==> config.mk <==
export PLATFORM = sky130hd
export DESIGN_NAME = yc422_upsampler
export DESIGN_NICKNAME = d
export VERILOG_FILES = /design/src/rtl/yc422_pkg.sv /design/src/rtl/yc422_bus_unpack.sv /design/src/rtl/yc422_slot_fsm.sv /design/src/rtl/yc422_chroma_avg.sv /design/src/rtl/yc422_upsampler.sv
export SDC_FILE = /design/constraint.sdc
export NUM_CORES = 1
export LEC_CHECK = 0
export ABC_AREA = 1
export BUFFER_PORTS_ARGS = -buffer_cell sky130_fd_sc_hd__buf_2
export CAP_MARGIN = 10
export CORE_MARGIN = 4
export CORE_UTILIZATION = 58
export DETAILED_ROUTE_END_ITERATION = 6
export PLACE_DENSITY = 0.82
export SYNTH_ARGS = -nofsm -noshare
export SYNTH_HDL_FRONTEND = slang
export SYNTH_SLANG_ARGS = --single-unit
==> constraint.sdc <==
create_clock -name clk -period 2.7 [get_ports clk]
set_clock_uncertainty 0.15 [all_clocks]
set_input_delay 0.54 -clock clk [delete_from_list [all_inputs] [get_ports clk]]
set_output_delay 0.54 -clock clk [all_outputs]
set_load 0.01 [all_outputs]
==> src/rtl/yc422_pkg.sv <==
package yc422_pkg;
    localparam int COMP_W = 12;
    localparam int BUS_W  = 24;

    typedef enum logic [1:0] {
        SLOT_BLANK = 2'd0,
        SLOT_EVEN  = 2'd1,
        SLOT_ODD   = 2'd2
    } slot_t;

    typedef struct packed {
        logic              de;
        logic              hs;
        logic              vs;
        logic [COMP_W-1:0] y;
        logic [COMP_W-1:0] c;
    } samp_t;
endpackage

==> src/rtl/yc422_bus_unpack.sv <==
module yc422_bus_unpack
    import yc422_pkg::*;
(
    input  logic [1:0]        mode,
    input  logic [BUS_W-1:0]  data,
    output logic [COMP_W-1:0] luma,
    output logic [COMP_W-1:0] chroma
);
    always_comb begin
        unique case (mode)
            2'd1: begin
                luma   = {data[15:8], data[3:2], 2'b00};
                chroma = {data[23:16], data[7:6], 2'b00};
            end
            2'd2: begin
                luma   = {data[15:8], data[3:0]};
                chroma = {data[23:16], data[7:4]};
            end
            default: begin
                luma   = {data[15:8], 4'b0000};
                chroma = {data[23:16], 4'b0000};
            end
        endcase
    end
endmodule

==> src/rtl/yc422_slot_fsm.sv <==
module yc422_slot_fsm
    import yc422_pkg::*;
(
    input  logic  clk,
    input  logic  rst_n,
    input  logic  de_i,
    output slot_t slot_q
);
    slot_t slot_d;

    always_ff @(posedge clk) begin
        if (!rst_n) slot_q <= SLOT_BLANK;
        else        slot_q <= slot_d;
    end

    always_comb begin
        unique case (slot_q)
            SLOT_BLANK: slot_d = de_i ? SLOT_EVEN : SLOT_BLANK;
            SLOT_EVEN:  slot_d = de_i ? SLOT_ODD  : SLOT_BLANK;
            SLOT_ODD:   slot_d = de_i ? SLOT_EVEN : SLOT_BLANK;
            default:    slot_d = SLOT_BLANK;
        endcase
    end

    AST_FIRST_EVEN: assert property (@(posedge clk) disable iff (!rst_n)
        (de_i && slot_q == SLOT_BLANK) |=> (slot_q == SLOT_EVEN));
    AST_NO_DOUBLE_ODD: assert property (@(posedge clk) disable iff (!rst_n)
        (slot_q == SLOT_ODD) |=> (slot_q != SLOT_ODD));
endmodule

==> src/rtl/yc422_chroma_avg.sv <==
module yc422_chroma_avg #(
    parameter int W = 12
) (
    input  logic [W-1:0] a,
    input  logic [W-1:0] b,
    output logic [W-1:0] mean
);
    logic [W:0] sum;
    always_comb begin
        sum  = (W+1)'(a) + (W+1)'(b) + (W+1)'(1);
        mean = sum[W:1];
    end
endmodule

==> src/rtl/yc422_upsampler.sv <==
module yc422_upsampler
    import yc422_pkg::*;
(
    input  logic        clk,
    input  logic        rst_n,
    input  logic [1:0]  bus_mode,
    input  logic        in_de,
    input  logic        in_hs,
    input  logic        in_vs,
    input  logic [23:0] in_data,
    output logic        out_de,
    output logic        out_hs,
    output logic        out_vs,
    output logic [11:0] out_y,
    output logic [11:0] out_cb,
    output logic [11:0] out_cr
);
    logic [COMP_W-1:0] unp_y, unp_c;
    slot_t             slot_a;
    slot_t             slot_b;
    samp_t             stg_a, stg_b;
    logic [COMP_W-1:0] c_prev;
    logic [COMP_W-1:0] cb_mean;
    logic [COMP_W-1:0] nxt_y, nxt_cb, nxt_cr;

    yc422_bus_unpack u_unpack (
        .mode   (bus_mode),
        .data   (in_data),
        .luma   (unp_y),
        .chroma (unp_c)
    );

    yc422_slot_fsm u_slot (
        .clk    (clk),
        .rst_n  (rst_n),
        .de_i   (in_de),
        .slot_q (slot_a)
    );

    yc422_chroma_avg #(.W(COMP_W)) u_avg (
        .a    (c_prev),
        .b    (stg_a.c),
        .mean (cb_mean)
    );

    // sample window: stg_a newest, stg_b centre, c_prev previous chroma
    always_ff @(posedge clk) begin
        if (!rst_n) begin
            stg_a  <= '0;
            stg_b  <= '0;
            slot_b <= SLOT_BLANK;
            c_prev <= '0;
        end else begin
            stg_a  <= '{de: in_de, hs: in_hs, vs: in_vs, y: unp_y, c: unp_c};
            stg_b  <= stg_a;
            slot_b <= slot_a;
            c_prev <= stg_b.c;
        end
    end

    always_comb begin
        nxt_y  = '0;
        nxt_cb = '0;
        nxt_cr = '0;
        unique case (slot_b)
            SLOT_EVEN: begin
                nxt_y  = stg_b.y;
                nxt_cb = stg_b.c;
                nxt_cr = stg_a.de ? stg_a.c : stg_b.c;
            end
            SLOT_ODD: begin
                nxt_y  = stg_b.y;
                nxt_cr = stg_b.c;
                nxt_cb = (stg_a.de && slot_a == SLOT_EVEN) ? cb_mean : c_prev;
            end
            default: begin
                nxt_y  = '0;
                nxt_cb = '0;
                nxt_cr = '0;
            end
        endcase
    end

    always_ff @(posedge clk) begin
        if (!rst_n) begin
            out_de <= 1'b0;
            out_hs <= 1'b0;
            out_vs <= 1'b0;
            out_y  <= '0;
            out_cb <= '0;
            out_cr <= '0;
        end else begin
            out_de <= stg_b.de;
            out_hs <= stg_b.hs;
            out_vs <= stg_b.vs;
            out_y  <= nxt_y;
            out_cb <= nxt_cb;
            out_cr <= nxt_cr;
        end
    end

    logic [1:0] warm;
    always_ff @(posedge clk) begin
        if (!rst_n)          warm <= 2'd0;
        else if (warm != 3)  warm <= warm + 2'd1;
    end

    AST_DE_LATENCY: assert property (@(posedge clk) disable iff (!rst_n)
        (warm == 2'd3) |-> (out_de == $past(in_de, 3)));
    AST_SYNC_LATENCY: assert property (@(posedge clk) disable iff (!rst_n)
        (warm == 2'd3) |-> (out_hs == $past(in_hs, 3) && out_vs == $past(in_vs, 3)));
    AST_BLANK_ZERO: assert property (@(posedge clk) disable iff (!rst_n)
        (warm == 2'd3 && !out_de) |-> (out_y == '0 && out_cb == '0 && out_cr == '0));
endmodule

# == After elaboration in Yosys (flattened, before gate mapping) ==
# Cells that the tools add are included.
# W data, S select, Z words.
# classes
addsub,2
n_mul,0
div_mod_pow,0
order_cmp,0
n_eq_ne,6
n_shift,0
mux,9
bitwise_logic,0
reduce_logical,5
# op_table
cell,n
$pmux W12 S2,2
$mux W12,2
$pmux W4 S2,2
$add A12 B12 Y13,1
$add A13 B1 Y13 const B,1
$eq A2 B1 Y1 const B,3
$eq A2 B2 Y1 const B,3
$pmux W2 S2,1
$reduce_or A2 Y1,2
$logic_not A2 Y1,1
$mux W2,1
$reduce_and A2 Y1,1
$logic_and A1 B1 Y1,1
$mux W1,1
# totals
register_bits,109
latch_bits,0
mem_bits_rw,0
romBits,0
inputBits,31
output_inout_bits,39
word_cells,41
mem_count,0

# == Logic depth before layout (Yosys ltp) ==
# logic_depth
word_depth,4
mapped_depth,11
ltp_nobuf,11

# == Cells and area by module ==
# From an unflattened synthesis, not the netlist that was laid out.
# unflattened
cells_unflattened,588
area_unflattened_um2,4501.8
# modules_own_cells
module,n_inst,cells_each,area_per_inst_um2
yc422_upsampler,1,412,3503.4
yc422_chroma_avg,1,131,716.9
yc422_bus_unpack,1,38,222.7
yc422_slot_fsm,1,7,58.8

# == Worst setup path after synthesis ==
# Ideal clock, no wire load.
# synth_timing
kind,register to register
from,register c_prev[0]
to,register out_cb[3]
setup_ps,122
arrival_ps,1566
required_ps,2428
path_slack_ps,861
path_stages_with_launch,11
path_cell_list,dfxtp_1 > nor2_1 > inv_1 > fa_1 > nand2_1 > nand3_1 > nand2_1 > xor2_1 > nand2_1 > o211ai_1 > a21oi_1
# synth_between
elab_chain_len,4
# synth_rtl
item,line_no,text
"start, declared",yc422_upsampler.sv:22,logic [COMP_W-1:0] c_prev;
"start signal, assigned",yc422_upsampler.sv:57,c_prev <= stg_b.c;
$add A12 B12 Y13,yc422_chroma_avg.sv:10,sum = (W+1)'(a) + (W+1)'(b) + (W+1)'(1);
$add A13 B1 Y13,yc422_chroma_avg.sv:10,
$mux W12,yc422_upsampler.sv:74,nxt_cb = (stg_a.de && slot_a == SLOT_EVEN) ? cb_mean : c_prev;
$pmux W12 S2,yc422_upsampler.sv:65,unique case (slot_b)
"end signal, assigned",yc422_upsampler.sv:97,out_cb <= nxt_cb;
"end, declared",yc422_upsampler.sv:15,"output logic [11:0] out_cb,"
# Every way passes these cells.
# A chain may end at the register's enable or synchronous reset.

# == Final worst setup path ==
# layout_timing
from,register c_prev[0]
to,register out_cb[7]
# Same word-level chain as after synthesis.

==> impl_results.md <==
* Layout cells sized above 1 at 0.165
* Arrival @ worst endpoint at around 2.2 ns
* GRT Overall Usage at 0.210
* CP required at 2.80 ns
* Number of fill cells at between 500 and 600
* Clock Pin Slew Worst Setup and Hold Paths at 0.11 ns
* Layout Utilization at 0.686
* DRC viols at 0
* Fin worst setup slack at roughly 0.62 ns
* Outcome: complete, no violations
* Reg2reg path depth at 11
* Setup Fix Bufs, Post-CTS at 0
* Detail Route Antenna Nets at 0
* Initial antenna violation count at 0
* Die width at between 90 and 100 µm
* Number of port buffers at ~70
* WHS Endpoint: stg_a[8]$_SDFF_PN0_
* Minimum clock period at roughly 2.1 ns
* Resize count post-CTS at 0
* Synthesized area at ~4000 µm²
* Area growth from synthesis to layout at 14.4%
* Mean Syn Cell Area at 7.93 µm²
* Power Dens Cells at a little under 600 nW/µm²
* Register area share after synthesis at 0.533
* Synth warnings at 0
* Layout Nets at between 600 and 700
* Per-cell routed wire length at ~12 µm
* Clock latency on the worst-skew pair at between 0.3 and 0.4 ns
* Clk buf depth at 2
* DP HPWL at just under 6000 µm
* CP startpoint kind: flop
* Place WS at 0.617 ns
* CTS sink count at 109
* Final worst path period share at 0.771
* Worst slew pin tran at 0.654 ns
* Reg2reg end: out_cb[7]$_SDFF_PN0_
* First-pass GRT wire length at 14000 µm
* Critical path capture point type: flop
* Peak VDD IR at 408 µV
* CTS Hold Bufs at 0
* WL final at ~8400 µm
* Final setup violation count at 0
* Final Wtd Congestion at approximately 0.88
* Gr ovfl total at 0
* Routed via count at 3184
* Hold path cells at 3
* Die area at approximately 8500 µm²
* Pin count of the biggest net entering global routing at between 60 and 70
* Pins Over Slew Limit at 0
* Worst R2R Start: c_prev[0]$_SDFF_PN0_
* Cell count after synthesis at just over 500
* Die Ht at between 90 and 100 µm
* I/O pin count at 70
* First DRT Iteration DRCs at 176
* CTS tree: done
* ANT cells at 0
* Cells after DPL at ~670
* First-pass DRT Iterations at 4
* FMAX at around 480 MHz
* Flop and latch count out of synthesis at around 110
* Max-slew headroom at 0.563
* Critical setup path kind: flop to flop
* HP Class: input port to flop
* Non-Filler Instances at ~680
* Rows at 30
* Root Buffer: clkbuf_8
* Count of final hold-check violations at 0
* Static leakage at 2.55 nW
* Post-Syn Nets at 563
* Worst hold start: in_data[20]
* Num CTS Buffers at 9
* Core area at approximately 6800 µm²
* R2r setup slk at a little over 0.6 ns
* H-tree depth at 3
* Cell variety after synth at 31
* Vias per cell at ~4.7
* Initial core utilization at 0.599
* Number of global-route vias before repair at approximately 3100
* Max Cap Viol at 0
* Crit Path Max Fanout at 3
* Pwr Total at 0.00271 W
* Setup TNS at 0 ns
* RSZ-0062 raised after global routing: no
[per-stage QoR]
stage	instance area, µm²	hold slack, ns
floorplan	4090	0.240
global placement	4510	0.242
detailed placement	4510	0.249
CTS	4680	0.182
global route	4680	0.177
finish	4680	0.194
[Yosys cell counts, drive strengths merged]
library cell,number,area share
dfxtp,109,0.53
nand4,4,0.0061
nand2,135,0.12
o211ai,1,0.0018
buf,10,0.012
or2,2,0.0031
a22oi,12,0.022
nor3b,5,0.0092
o21bai,2,0.0037
and2,1,0.0015
o21ai,4,0.0076
ha,15,0.046
clkinv,1,0.00092
nor2,47,0.043
a21oi,20,0.025
nand3,18,0.024
clkbuf,7,0.0064
a21o,2,0.0037
xor2,2,0.0043
o21a,7,0.013
fa,1,0.0049
nor3,1,0.0012
nand3b,1,0.0018
inv,109,0.10
[power breakdown]
group / leakage, nW / internal (W) / switching (W)
clock network: 0.0796 / 0.000338 / 0.000544
logic: 1.58 / 0.0000577 / 0.0000954
registers: 0.889 / 0.00165 / 0.0000226
total: 2.55 / 0.00204 / 0.000662
[routing by layer]
layer  global-route usage  part of all wire  up-vias
met2                0.356              0.51       74
met3               0.0632             0.048       16
met1                0.249              0.43     1425
li1                     -                 -     1669
met4               0.0804             0.015        0
met5                    0                 0        -
[flip-flops by register name (all words and copies together), names as in the netlist]
name           cells
stg_a             27
stg_b             27
c_prev            12
out_cb            12
out_cr            12
out_y             12
slot_b             2
u_slot.slot_q      2
out_de             1
out_hs             1
out_vs             1
[critical path, cell delays in order (launching register included)]
cell and delay, ns:
dfxtp_1 0.33, nor2_1 0.22, inv_1 0.11, fa_1 0.42, nand2_1 0.10, nand3_1 0.12, nand3_1 0.09, nand2_1 0.10
nand2_1 0.07, nand2_1 0.05, o21bai_1 0.14, a21oi_1 0.07
[layout by cell type, fill, tap and decap left out, types with 2 or more instances in the layout]
cell type,instances
nand4_1,4
clkbuf_8,9
nand2_1,133
o21bai_1,2
dfxtp_1,109
o21a_1,7
nor3b_1,5
buf_2,69
or2_2,2
clkinvlp_4,3
nand3_2,2
inv_1,108
a21o_1,2
buf_4,4
a21oi_1,19
a22oi_1,12
nand3_1,16
nor2_1,47
ha_1,15
nand2_2,2
o21ai_0,3
xor2_1,2
[cell families (layout without fill, tap and decap cells)]
family                     after synthesis  in the layout  synth area share
DFF                                    109            109             0.533
adders and majority gates               16             16            0.0507
buffers and inverters                  127            198             0.119
and+or+nand+nor                        214            214             0.215
AOI/OAI and AO/OA                       48             48            0.0770
xor gates and xnor gates                 2              2           0.00428
[worst max path at each step]
stage / startpoint / endpoint / slack (ns) / cells past startpoint
after global routing: c_prev[0]$_SDFF_PN0_ / out_cb[5]$_SDFF_PN0_ / 0.40 / 10
after floorplan: c_prev[0]$_SDFF_PN0_ / out_cb[3]$_SDFF_PN0_ / 0.86 / 10
final: c_prev[0]$_SDFF_PN0_ / out_cb[7]$_SDFF_PN0_ / 0.62 / 11
after global placement: stg_a[0]$_SDFF_PN0_ / out_cb[7]$_SDFF_PN0_ / 0.68 / 11
after CTS: c_prev[0]$_SDFF_PN0_ / out_cb[3]$_SDFF_PN0_ / 0.60 / 10
after detailed placement: c_prev[0]$_SDFF_PN0_ / out_cb[7]$_SDFF_PN0_ / 0.62 / 11
[layout make-up]
class | instances | area, µm² | share of cell area
clock buffer | 9 | 124 | 0.0264
clock inverter | 6 | 47.5 | 0.0101
inverter | 110 | 413 | 0.0881
multi-input combinational | 280 | 1420 | 0.304
sequential | 109 | 2180 | 0.466
tap | 96 | 120 | 0.0256
timing repair buffer | 73 | 375 | 0.0801
No activity file was read; power rests on OpenSTA's default activity.
